--- src/rtl/audrx_pkg.sv ---
package audrx_pkg;

   typedef enum logic [1:0] {
      FMT_RJ_WIDE   = 2'b00,
      FMT_LJ        = 2'b01,
      FMT_RJ_NARROW = 2'b10,
      FMT_DELAYED   = 2'b11
   } fmt_e;

   localparam int RJ_NARROW_BITS = 16;
   localparam int RJ_WIDE_BITS   = 24;

   function automatic logic fmt_is_rj(input fmt_e f);
      return (f == FMT_RJ_WIDE) || (f == FMT_RJ_NARROW);
   endfunction

   function automatic int rj_bits(input fmt_e f);
      return (f == FMT_RJ_NARROW) ? RJ_NARROW_BITS : RJ_WIDE_BITS;
   endfunction

endpackage

--- src/rtl/sar_sync_edge.sv ---
module sar_sync_edge #(
   parameter int SYNC_STAGES = 2
) (
   input  logic clk,
   input  logic rst_n,
   input  logic ser_clk,
   input  logic ser_ws,
   input  logic ser_dat,
   output logic bit_stb,
   output logic bit_val,
   output logic ws_val
);
   logic clk_s, ws_s, dat_s;
   logic clk_prev;

   generate
      if (SYNC_STAGES == 1) begin : g_single
         always_ff @(posedge clk) begin
            if (!rst_n) begin
               clk_s <= 1'b0;
               ws_s  <= 1'b0;
               dat_s <= 1'b0;
            end else begin
               clk_s <= ser_clk;
               ws_s  <= ser_ws;
               dat_s <= ser_dat;
            end
         end
      end else begin : g_chain
         logic [SYNC_STAGES-1:0] clk_c, ws_c, dat_c;
         always_ff @(posedge clk) begin
            if (!rst_n) begin
               clk_c <= '0;
               ws_c  <= '0;
               dat_c <= '0;
            end else begin
               clk_c <= {clk_c[SYNC_STAGES-2:0], ser_clk};
               ws_c  <= {ws_c[SYNC_STAGES-2:0], ser_ws};
               dat_c <= {dat_c[SYNC_STAGES-2:0], ser_dat};
            end
         end
         assign clk_s = clk_c[SYNC_STAGES-1];
         assign ws_s  = ws_c[SYNC_STAGES-1];
         assign dat_s = dat_c[SYNC_STAGES-1];
      end
   endgenerate

   always_ff @(posedge clk) begin
      if (!rst_n) begin
         clk_prev <= 1'b0;
         bit_stb  <= 1'b0;
         bit_val  <= 1'b0;
         ws_val   <= 1'b0;
      end else begin
         clk_prev <= clk_s;
         bit_stb  <= clk_s & ~clk_prev;
         if (clk_s & ~clk_prev) begin
            bit_val <= dat_s;
            ws_val  <= ws_s;
         end
      end
   end
endmodule

--- src/rtl/sar_framer.sv ---
module sar_framer
   import audrx_pkg::*;
#(
   parameter int WORD_W = 32
) (
   input  logic              clk,
   input  logic              rst_n,
   input  fmt_e              fmt,
   input  logic              bit_stb,
   input  logic              bit_val,
   input  logic              ws_val,
   output logic              word_stb,
   output logic              word_left,
   output logic [WORD_W-1:0] word_data
);
   localparam int CNT_W = $clog2(WORD_W) + 2;
   localparam logic [CNT_W-1:0] CNT_FULL = CNT_W'(WORD_W);
   localparam logic [CNT_W-1:0] CNT_SAT  = '1;

   logic              ws_hold;
   logic              side_q;
   logic              started;
   logic [WORD_W-1:0] sr;
   logic [CNT_W-1:0]  cnt;

   logic              is_rj;
   logic              left_now;
   logic              shift_en;
   logic [CNT_W-1:0]  n_bits;
   logic [WORD_W-1:0] msb_word;
   logic [WORD_W-1:0] lsb_word;

   always_comb begin
      is_rj    = fmt_is_rj(fmt);
      // delayed framing: channel follows the word select seen one bit earlier, inverted
      left_now = (fmt == FMT_DELAYED) ? ~ws_hold : ws_val;
      n_bits   = (cnt > CNT_FULL) ? CNT_FULL : cnt;
      shift_en = is_rj || (cnt < CNT_FULL);
      msb_word = sr << (WORD_W - int'(n_bits));
      lsb_word = sr << (WORD_W - rj_bits(fmt));
   end

   always_ff @(posedge clk) begin
      if (!rst_n) begin
         ws_hold   <= 1'b1;
         side_q    <= 1'b0;
         started   <= 1'b0;
         sr        <= '0;
         cnt       <= '0;
         word_stb  <= 1'b0;
         word_left <= 1'b0;
         word_data <= '0;
      end else begin
         word_stb <= 1'b0;
         if (bit_stb) begin
            ws_hold <= ws_val;
            if (left_now != side_q) begin
               side_q  <= left_now;
               started <= 1'b1;
               if (started) begin
                  word_stb  <= 1'b1;
                  word_left <= side_q;
                  word_data <= is_rj ? lsb_word : msb_word;
               end
               sr  <= {{(WORD_W-1){1'b0}}, bit_val};
               cnt <= CNT_W'(1);
            end else begin
               if (shift_en) sr <= {sr[WORD_W-2:0], bit_val};
               if (cnt != CNT_SAT) cnt <= cnt + CNT_W'(1);
            end
         end
      end
   end
endmodule

--- src/rtl/sar_pairer.sv ---
module sar_pairer #(
   parameter int WORD_W = 32
) (
   input  logic              clk,
   input  logic              rst_n,
   input  logic              word_stb,
   input  logic              word_left,
   input  logic [WORD_W-1:0] word_data,
   output logic [WORD_W-1:0] smp_left,
   output logic [WORD_W-1:0] smp_right,
   output logic              smp_valid
);
   logic [WORD_W-1:0] hold_l;
   logic              have_l;

   always_ff @(posedge clk) begin
      if (!rst_n) begin
         hold_l    <= '0;
         have_l    <= 1'b0;
         smp_left  <= '0;
         smp_right <= '0;
         smp_valid <= 1'b0;
      end else begin
         smp_valid <= 1'b0;
         if (word_stb) begin
            if (word_left) begin
               hold_l <= word_data;
               have_l <= 1'b1;
            end else if (have_l) begin
               smp_left  <= hold_l;
               smp_right <= word_data;
               smp_valid <= 1'b1;
               have_l    <= 1'b0;
            end
         end
      end
   end
endmodule

--- src/rtl/serial_audio_rx.sv ---
module serial_audio_rx
   import audrx_pkg::*;
#(
   parameter int WORD_W      = 32,
   parameter int SYNC_STAGES = 2
) (
   input  logic              clk,
   input  logic              rst_n,
   input  logic              ser_clk,
   input  logic              ser_ws,
   input  logic              ser_dat,
   input  logic              strap_hi,
   input  logic              strap_lo,
   output logic [WORD_W-1:0] smp_left,
   output logic [WORD_W-1:0] smp_right,
   output logic              smp_valid
);
   generate
      if (WORD_W < RJ_WIDE_BITS) begin : g_bad_width
         $error("serial_audio_rx: WORD_W must hold the widest right-justified word");
      end
      if (SYNC_STAGES < 1) begin : g_bad_sync
         $error("serial_audio_rx: SYNC_STAGES must be at least 1");
      end
   endgenerate

   fmt_e              fmt;
   logic              b_stb, b_val, b_ws;
   logic              w_stb, w_left;
   logic [WORD_W-1:0] w_data;

   assign fmt = fmt_e'({strap_hi, strap_lo});

   sar_sync_edge #(.SYNC_STAGES(SYNC_STAGES)) u_sync (
      .clk(clk), .rst_n(rst_n),
      .ser_clk(ser_clk), .ser_ws(ser_ws), .ser_dat(ser_dat),
      .bit_stb(b_stb), .bit_val(b_val), .ws_val(b_ws)
   );

   sar_framer #(.WORD_W(WORD_W)) u_frame (
      .clk(clk), .rst_n(rst_n), .fmt(fmt),
      .bit_stb(b_stb), .bit_val(b_val), .ws_val(b_ws),
      .word_stb(w_stb), .word_left(w_left), .word_data(w_data)
   );

   sar_pairer #(.WORD_W(WORD_W)) u_pair (
      .clk(clk), .rst_n(rst_n),
      .word_stb(w_stb), .word_left(w_left), .word_data(w_data),
      .smp_left(smp_left), .smp_right(smp_right), .smp_valid(smp_valid)
   );
endmodule

--- config.mk ---
export PLATFORM = sky130hd
export DESIGN_NAME = serial_audio_rx
export DESIGN_NICKNAME = d
export VERILOG_FILES = /design/src/rtl/audrx_pkg.sv /design/src/rtl/sar_sync_edge.sv /design/src/rtl/sar_framer.sv /design/src/rtl/sar_pairer.sv /design/src/rtl/serial_audio_rx.sv
export SDC_FILE = /design/constraint.sdc
export NUM_CORES = 1
export LEC_CHECK = 0
export BUFFER_PORTS_ARGS = -buffer_cell sky130_fd_sc_hd__buf_2
export CAP_MARGIN = 20
export CORE_ASPECT_RATIO = 1.25
export CORE_UTILIZATION = 35
export CTS_CLUSTER_DIAMETER = 40
export DETAILED_ROUTE_END_ITERATION = 16
export PLACE_DENSITY = 0.57
export SYNTH_ARGS = -nofsm -noshare
export SYNTH_HDL_FRONTEND = slang
export SYNTH_HIERARCHICAL = 1
export SYNTH_SLANG_ARGS = --single-unit
--- constraint.sdc ---
create_clock -name clk -period 4.2 [get_ports clk]
set_input_delay 0.63 -clock clk [delete_from_list [all_inputs] [get_ports clk]]
set_output_delay 0.63 -clock clk [all_outputs]
set_load 0.03 [all_outputs]
* Yosys cells after proc, flatten, opt, wreduce, memory -nomap -nowiden
Index checks and enable logic that the tools add are counted.
** Cells by class
- Add/sub/neg operators :: 3
- $lt $le $gt $ge :: 2
- Equal/unequal tests :: 4
- Shifts and indexed selects :: 2
- Mux-type cells :: 11
- Bitwise operators :: 6
- Reductions and logical operators :: 13
** Operators by type and width (count)
- $mux 32 :: 3
- $shl 32x32->32 :: 2
- $sub 7x32->32 const A :: 1
- $mux 7 :: 3
- $reduce_and 3->1 :: 3
- $reduce_and 2->1 :: 4
- $sub 6x7->8 const A :: 1
- $add 7x1->7 const B :: 1
- $gt 7x6->1 const B :: 1
- $lt 7x6->1 const B :: 1
- $ne 7x7->1 const B :: 1
- $not 1->1 :: 5
- $eq 2x2->1 const B :: 2
- $mux 1 :: 4
- $mux 4 :: 1
- $reduce_bool 2->1 :: 2
- $reduce_or 3->1 :: 1
- $logic_not 2->1 :: 1
- $logic_or 1x1->1 :: 2
- $and 1x1->1 :: 1
- $ne 1x1->1 :: 1
** Storage, ports and cells
- Register bits :: 184
- Output and inout bits :: 65
- Word-level logic and storage cells :: 61

* Depth between registers and ports, before layout
Gate-level depths: netlist of run 1.
- Word-level depth :: 5
- Gate-level depth with buffers :: 17

* By module
The synthesis of run 1 kept the hierarchy.
** By module, submodules not included
- sar_framer :: times used 1, cells each 599, area an instance 4848.4 µm², sequential area each 1521.5 µm²
- sar_pairer :: times used 1, cells each 430, area an instance 3960.0 µm², sequential area each 1961.9 µm²
- sar_sync_edge :: times used 1, cells each 26, area an instance 316.6 µm², sequential area each 200.2 µm²

* Worst setup path after synthesis of run 1
OpenSTA, ideal clock, no wires.
- Kind :: flip-flop to flip-flop
- Start point :: register u_frame.cnt[0]
- End point :: register u_frame.word_data[21]
- Setup time :: 115 ps
- Data arrival time :: 3596 ps
- Slack :: 489 ps
- Stages on the path, launching flop included :: 17
- Path through :: dfxtp_1 > clkbuf_1 > inv_1 > ha_1 > or4b_4 > clkbuf_1 > a21oi_1 > nand2_1 > ha_1 > clkbuf_1 > xnor2_1 > nand2_1 > clkbuf_1 > a2bb2oi_1 > nor2_1 > o221a_1 > o21a_1
** Between the ends
- Longest elaborated chain between the ends :: 5
** RTL lines
- from (decl) :: RTL line sar_framer.sv:24 : logic [CNT_W-1:0] cnt;
- from (signal assigned) :: RTL line sar_framer.sv:69 : if (cnt != CNT_SAT) cnt <= cnt + CNT_W'(1);
- $gt 7x6->1 :: RTL line sar_framer.sv:37 : n_bits = (cnt > CNT_FULL) ? CNT_FULL : cnt;
- $mux 7 * :: RTL line sar_framer.sv:37
- $sub 6x7->8 * :: RTL line sar_framer.sv:39 : msb_word = sr << (WORD_W - int'(n_bits));
- $shl 32x32->32 * :: RTL line sar_framer.sv:39
- $mux 32 * :: RTL line sar_framer.sv:63 : word_data <= is_rj ? lsb_word : msb_word;
- to (signal assigned) :: RTL line sar_framer.sv:63
- to (decl) :: RTL line sar_framer.sv:14 : output logic [WORD_W-1:0] word_data
Every way passes the cells marked *; elsewhere a longest branch is shown, timed or not.
A chain may end at the register's enable or synchronous reset.

* Worst setup path after layout of run 1
- Start point :: register u_frame.cnt[0]
- End point :: register u_frame.word_data[27]
Same word-level chain as after synthesis.

==> results of run 1 <==
==> synthesized netlist by cell type, drive strengths merged (11+ instances only) <==
library cell	n
a21bo	32
a21oi	50
a22oi	39
a31oi	11
and2	16
buf	36
clkbuf	55
dfxtp	184
inv	11
mux2i	116
nand2	192
nand3	51
nor2	72
o21ai	25
==> state kept, by name (all words and copies together), names as in the netlist, 2 cells and up <==
name,flops
u_sync/g_chain.clk_c,2
u_sync/g_chain.ws_c,2
u_pair/smp_left,32
u_sync/g_chain.dat_c,2
u_pair/hold_l,32
u_frame/word_data,32
u_frame/sr,32
u_pair/smp_right,32
u_frame/cnt,7
==> where the power goes <==
part | switching, mW | internal (mW)
registers | 0.00304 | 1.75
logic | 0.103 | 0.0406
clock network | 0.695 | 0.882
==> path summary, 6_finish.rpt <==
path | startpoint | to
setup / recovery | u_frame/cnt[0] | u_frame/word_data[27]
setup reg to reg | u_frame/cnt[0] | u_frame/word_data[27]
hold reg to reg | u_sync/g_chain.ws_c[1] | u_sync/ws_val
hold / removal | ser_clk | u_sync/g_chain.clk_c[0]
==> logic make-up (layout without fill, tap and decap cells) <==
family / Yosys count / count (layout) / share of synthesized area (%)
buf+inv: 102 / 153 / 5.31
fa+ha+maj: 3 / 3 / 0.411
xor+xnor: 7 / 7 / 0.672
simple gates: 386 / 386 / 19.1
mux: 122 / 122 / 13.6
compound gates: 251 / 251 / 20.5
flops: 184 / 184 / 40.4
==> area by class of cell <==
| type | count | share of cell area [%] |
|---|---|---|
| clock buffer | 22 | 4.66 |
| clock inverter | 9 | 0.856 |
| multi-input combinational | 769 | 47.9 |
| sequential | 184 | 35.5 |
| tap | 335 | 4.04 |
| inverter | 11 | 0.398 |
| timing repair buffer | 111 | 6.65 |
==> layer usage <==
layer	track usage (%)	vias up
met1	24.1	3629
met5	0	-
met2	31.9	176
li1	-	3854
met4	9.17	0
met3	3.68	40
==> layout by cell type (no fill, tap or decap), drive strengths merged, types with 6 or more instances in the layout <==
master   netlist  final
buf           36    111
clkbuf        55     22
o21ai         25     25
inv           11     14
nor3          10     10
o22ai          8      8
dfxtp        184    184
o211ai         7      7
a21bo         32     32
and2          16     16
a31oi         11     11
nand3         51     51
a2111oi        6      6
nor2          72     72
a211oi         7      7
nand2b         9      9
and3           7      7
a22oi         39     39
mux2i        116    116
a21oi         50     50
nand2        192    192
==> worst reg2reg max path: cells and delay by family, from the launching register on <==
kind | cells | cell delay, ns
flops | 1 | 0.41
fa+ha+maj | 2 | 0.52
buf+inv | 3 | 0.68
mux | 2 | 0.30
simple gates | 4 | 1.01
compound gates | 4 | 0.88
==> timing repair <==
action / in CTS / in global routing
endpoints found under the hold margin: 0 / 0
resized for setup: 0 / 1
endpoints found under the setup margin: 0 / 3
==> results.txt, run 1 <==
----------------------------------------------------
[Run status]
  Outcome ... finished clean

[Place]
  Detailed Place HPWL ... 17800 um
  RePlAce Congestion ... 0.899
  Standard cell area after detailed placement ... 9770 um2
  Inst Count DP ... 1409
  Dpl ws ... 0.254 ns
  Port Buffer Count ... 71

[Timing]
  Maximum operating frequency ... 259 MHz
  Final Critical Period ... 3.87 ns
  Measured slew at the worst slew-check pin ... 1.18 ns
  Setup repair after global routing missed its margin ... no
  Number of hold violations in the final report ... 0
  Final worst-path cycle share ... 92.0%
  Worst slew margin ... 20.5%
  Worst setup margin ... 0.334 ns
  Final number of max-transition violations ... 0
  WHS ... 0.396 ns
  Final setup violation count ... 0
  Sum of negative setup slack ... 0 ns
  Clock skew ... 0.00891 ns

[Logic synthesis]
  Distinct cells, synth ... 81
  Summed instance area of the synthesized netlist ... 9130 um2
  Synth Register Bits ... 184
  Synth top area share ... 40.4%
  Number of synthesis warnings ... 6
  Post-synthesis sequential area ratio ... 40.4%
  Avg Cell Area, Syn ... 8.65 um2
  Count of flip-flops with a built-in enable after synthesis ... 0
  Synth top area cells ... sky130_fd_sc_hd__dfxtp_1 (40%), sky130_fd_sc_hd__mux2i_1 (13%), sky130_fd_sc_hd__nand2_1 (7.9%), sky130_fd_sc_hd__a22oi_1 (3.2%), sky130_fd_sc_hd__a21bo_1 (3.1%)
  Cell type contributing the most total cell area after synthesis ... sky130_fd_sc_hd__dfxtp_1
  Post-synth top flop ... sky130_fd_sc_hd__dfxtp_1
  Syn Nets ... 1065
  Number of instances in the synthesized netlist ... 1055
  Asr flop ratio synth ... 0%

[Global routing]
  Initial antenna violation count ... 0
  Vias in the first global route ... 7231
  GRT Overall Usage ... 19.3%
  Largest net degree at the start of global routing ... 71
  First-pass GRT wire length ... 40600 um
  Total overflow reported by the global router ... 0

[Floorplanning]
  Die Footprint ... 26700 um2
  I/O pin count ... 72
  Initial core utilization ... 35.8%
  Die width ... 146 um
  Core outline area ... 25500 um2
  Number of standard-cell rows in the floorplan ... 65
  Overall die height ... 183 um

[Cells and area]
  FILL cells ... 2588
  Proportion of layout cells with a drive suffix above 1 ... 15.6%
  ANT cells ... 0
  Non-filler cells, final ... 1441
  Final standard cell area without fillers ... 10400 um2
  Combined area of the multi-input logic cells ... 4970 um2
  Final layout net count ... 1104
  Fin util ... 40.8%
  Signed area change from the synthesized netlist to the final layout ... 13.8%
  Storage cell area ... 3690 um2

[Detailed routing]
  Met3 wire len ... 878 um
  Total via count in the routed design ... 7699
  Detail Route met2 WL ... 12000 um
  DRT Pass-1 Iters ... 5
  Total routed wire length on the met1 layer ... 11400 um
  Final ANT Viol Nets ... 0
  Average wire per cell in the routed design ... 17.5 um
  DR DRC count ... 0
  Top layer used by detailed routing ... met4
  DRT iter0 DRCs ... 451
  Average vias per placed instance ... 5.34
  Routed WL ... 25200 um

[Worst setup path]
  Data arrival time of the worst path ... 4.23 ns
  Worst path slowest cell ... sky130_fd_sc_hd__or4b_4
  Crit-path leading delay family ... simple AND/OR/NAND/NOR gates
  Startpoint Class ... register
  Sequence of cells on the critical path ... inv_1 -> ha_1 -> or4b_4 -> a21oi_1 -> nand2_1 -> ha_1 -> nand2_1 -> buf_4 -> buf_4 -> mux2i_1 -> mux2i_1 -> nand3_1 -> o32ai_1 -> o21ai_1 -> a31oi_1
  Setup CP Type ... register to register
  Critical path data required time ... 4.56 ns
  Nature of the critical path endpoint ... register
  Buffer and inverter count on the worst path ... 3
  Number of gates on the worst path with buffers counted ... 15
  Maximum net fanout on the critical path ... 18
  R2R cell count ... 15
  Reg-to-reg setup timing slack ... 0.33 ns
  Worst stage delay on the critical path ... 0.55 ns

[Flow run]
  Maximum Capacitance Violations ... 0

[Clocking]
  Number of clock sinks ... 184
  Total setup buffers inserted after CTS ... 0
  CTS H-Tree Depth ... 4
  Post-CTS Hold Buffers ... 0
  Clock tree from TritonCTS ... built
  CTS max path bufs ... 2
  Number of clock buffers inserted by TritonCTS ... 17
  Clock-pin slew of the registers on the worst-case setup and hold paths ... 0.07 ns
  Latest clock arrival within the worst-skew pair ... 0.43 ns
  Root buf cell ... sky130_fd_sc_hd__clkbuf_16

[Hold path]
  Worst Hold Class ... primary input to register
  Cells on Worst Hold Path ... 2

[Pwr]
  Power consumption ... 3.47 mW
  P per Cell Area ... 334 nW/um2
  VDD IR max ... 0.206 mV
  Leakage component of the power ... 3.91 nW

----------------------------------------------------
No activity file was read; power rests on OpenSTA's default activity.
==> inputs of run 2 (changes only) <==
--- a/config.mk
+++ b/config.mk
@@ -12,6 +12,7 @@
 export CTS_CLUSTER_DIAMETER = 40
 export DETAILED_ROUTE_END_ITERATION = 16
 export PLACE_DENSITY = 0.57
+export RECOVER_POWER = 50
 export SYNTH_ARGS = -nofsm -noshare
 export SYNTH_HDL_FRONTEND = slang
 export SYNTH_HIERARCHICAL = 1
==> constraint.sdc (replaced) <==
create_clock -name clk -period 4.2 [get_ports clk]
set_input_delay 0.42 -clock clk [delete_from_list [all_inputs] [get_ports clk]]
set_output_delay 0.42 -clock clk [all_outputs]
set_load 0.03 [all_outputs]
==> results.txt, run 2 (synthesized netlist as in run 1, its figures left out) <==
----------------------------------------------------
[Global routing]
  Vias in the first global route ... 7146 (-1.2%)
  GRT Overall Usage ... 19.0% (-0.34 points)
  First-pass GRT wire length ... 40000 um (-1.5%)
  Initial antenna violation count ... 0 (unchanged)
  Largest net degree at the start of global routing ... 83 (+17%)
  Total overflow reported by the global router ... 0 (unchanged)

[Timing]
  Worst slew margin ... -90.0% (-110 points)
  Clock skew ... 0.00742 ns (-0.00149 ns)
  Final Critical Period ... 3.78 ns (-0.0858 ns)
  Final setup violation count ... 0 (unchanged)
  Maximum operating frequency ... 265 MHz (+2.3%)
  Setup repair after global routing missed its margin ... no
  Number of hold violations in the final report ... 0 (unchanged)
  Final worst-path cycle share ... 90.0% (-2.0 points)
  Sum of negative setup slack ... 0 ns (unchanged)
  Final number of max-transition violations ... 205 (+205)
  Measured slew at the worst slew-check pin ... 2.85 ns (+1.67 ns)

[Cells and area]
  Most frequent cells in the layout ... sky130_fd_sc_hd__nand2_1 (192), sky130_fd_sc_hd__dfxtp_1 (183), sky130_fd_sc_hd__mux2i_1 (115), sky130_fd_sc_hd__nor2_1 (72), sky130_fd_sc_hd__nand3_1 (51)
  Most frequent standard cell in the layout excluding fill and tap cells ... sky130_fd_sc_hd__nand2_1
  Final layout net count ... 1100 (-0.36%)
  ANT cells ... 0 (unchanged)
  Final standard cell area without fillers ... 10300 um2 (-0.36%)
  Proportion of layout cells with a drive suffix above 1 ... 12.1% (-3.5 points)
  Signed area change from the synthesized netlist to the final layout ... 13.4%

[Worst setup path]
  Nature of the critical path endpoint ... register
  Critical path data required time ... 4.53 ns (-0.03 ns)
  Setup CP Type ... register to register
  Startpoint Class ... register
  Maximum net fanout on the critical path ... 12 (-6)
  Data arrival time of the worst path ... 4.11 ns (-0.12 ns)

[Flow run]
  Maximum Capacitance Violations ... 3 (+3)

[Detailed routing]
  DRT iter0 DRCs ... 455 (+0.89%)
  Final ANT Viol Nets ... 0 (unchanged)
  Routed WL ... 25200 um (-0.21%)
  DR DRC count ... 0 (unchanged)
  Average wire per cell in the routed design ... 17.5 um (about the same)
  Average vias per placed instance ... 5.36 (+0.34%)
  Total via count in the routed design ... 7709 (+0.13%)
  DRT Pass-1 Iters ... 6 (+1)

[Clocking]
  Latest clock arrival within the worst-skew pair ... 0.45 ns (+0.02 ns)
  Number of clock sinks ... 184 (unchanged)
  Clock-pin slew of the registers on the worst-case setup and hold paths ... 0.07 ns (about the same)
  Post-CTS Hold Buffers ... 0 (unchanged)
  Total setup buffers inserted after CTS ... 0 (unchanged)
  CTS H-Tree Depth ... 4 (unchanged)
  Clock tree from TritonCTS ... built
  Root buf cell ... sky130_fd_sc_hd__clkbuf_16
  Number of clock buffers inserted by TritonCTS ... 17 (unchanged)
  Count of instances resized after the clock tree is built ... 0 (unchanged)
  CTS max path bufs ... 2 (unchanged)

[Run status]
  Outcome ... complete, but fails checks
  Violations in the final reports ... max-capacitance violations, max-slew violations

[Floorplanning]
  I/O pin count ... 72 (unchanged)
  Number of standard-cell rows in the floorplan ... 65 (unchanged)
  Core outline area ... 25500 um2 (unchanged)
  Initial core utilization ... 35.8% (unchanged)
  Overall die height ... 183 um (unchanged)
  Die width ... 146 um (unchanged)
  Die Footprint ... 26700 um2 (unchanged)

[Place]
  Port Buffer Count ... 71 (unchanged)
  RePlAce Congestion ... 0.933 (+3.8%)
  Standard cell area after detailed placement ... 9760 um2 (-0.18%)
  Detailed Place HPWL ... 17600 um (-1.1%)

[Hold path]
  Worst Hold Class ... primary input to register

[Pwr]
  Leakage component of the power ... 3.76 nW (-3.8%)
  VDD IR max ... 0.196 mV (-5.1%)
  P per Cell Area ... 348 nW/um2 (+4.1%)

----------------------------------------------------
-- run 2: cell count changes in the layout (fill, tap and decap cells not counted), moves of 2 or more --
cell                        change
sky130_fd_sc_hd__clkbuf_1      +33
sky130_fd_sc_hd__bufinv_16      +2
sky130_fd_sc_hd__inv_6          +2
sky130_fd_sc_hd__buf_2         -30
sky130_fd_sc_hd__clkbuf_8       -4
sky130_fd_sc_hd__buf_4          -9
sky130_fd_sc_hd__clkinv_2       -3
sky130_fd_sc_hd__clkinv_8       +2
sky130_fd_sc_hd__clkinv_4       +3
-- run 2: stage by stage --
stage / hold WS (ns) / worst slack, ns / util (%) / instances / power (mW)
4_1_cts: 0.155 / 0.468 / 40.8 / 1437 / 3.65
6_report: 0.174 / 0.420 / 40.6 / 1438 / 3.60
5_1_grt: 0.175 / 0.143 / 40.6 / 1438 / 3.72
3_3_place_gp: 0.429 / 0.543 / 38.3 / 1405 / 1.93
3_5_place_dp: 0.432 / 0.492 / 38.3 / 1405 / 1.93
2_1_floorplan: 0.423 / 0.489 / - / 1055 / 1.89
-- run 2: routing by layer --
layer,GRT usage [%],vias up,share of wire (%)
met4,8.00,0,2.6
met5,0,-,0
met2,32.1,149,48
met1,23.7,3670,46
met3,3.13,36,3.0
li1,-,3854,-
-- run 2: area by class of cell --
cell class              count  area [um2]
clock buffers              17         425
well taps                 335         419
multi-input cells         769        4960
flip-flops and latches    184        3680
inverters                  11        41.3
repair buffers            107         598
fillers                  2590       15100
clock inverters            15         210
-- run 2: where the power goes --
group | internal, mW | switching, mW | leakage, nW
Clock | 0.960 | 0.752 | 0.303
Sequential | 1.75 | 0.00306 | 1.48
Combinational | 0.0365 | 0.102 | 1.97
Total | 2.74 | 0.857 | 3.76
-- run 2: path summary, 6_finish.rpt --
| check | from | to | slack (ns) | depth (start not counted) |
|---|---|---|---|---|
| hold reg to reg | u_sync/g_chain.ws_c[1] | u_sync/ws_val | 0.44 | 2 |
| hold / removal | ser_clk | u_sync/g_chain.clk_c[0] | 0.17 | 2 |
| setup / recovery | u_frame/cnt[0] | u_frame/word_data[30] | 0.42 | 12 |
| setup reg to reg | u_frame/cnt[0] | u_frame/word_data[30] | 0.42 | 12 |
-- run 2: worst max-delay path, stage by stage (launching register included) --
cell and delay (ns):
sky130_fd_sc_hd__dfxtp_1 0.41, sky130_fd_sc_hd__inv_1 0.10, sky130_fd_sc_hd__ha_1 0.14, sky130_fd_sc_hd__or4b_4 0.55
sky130_fd_sc_hd__a21oi_1 0.21, sky130_fd_sc_hd__nand2_1 0.08, sky130_fd_sc_hd__ha_1 0.32, sky130_fd_sc_hd__xor2_1 0.27
sky130_fd_sc_hd__o211ai_1 0.69, sky130_fd_sc_hd__o22a_1 0.22, sky130_fd_sc_hd__nor2_1 0.06, sky130_fd_sc_hd__o311a_1 0.35
sky130_fd_sc_hd__a311o_1 0.27
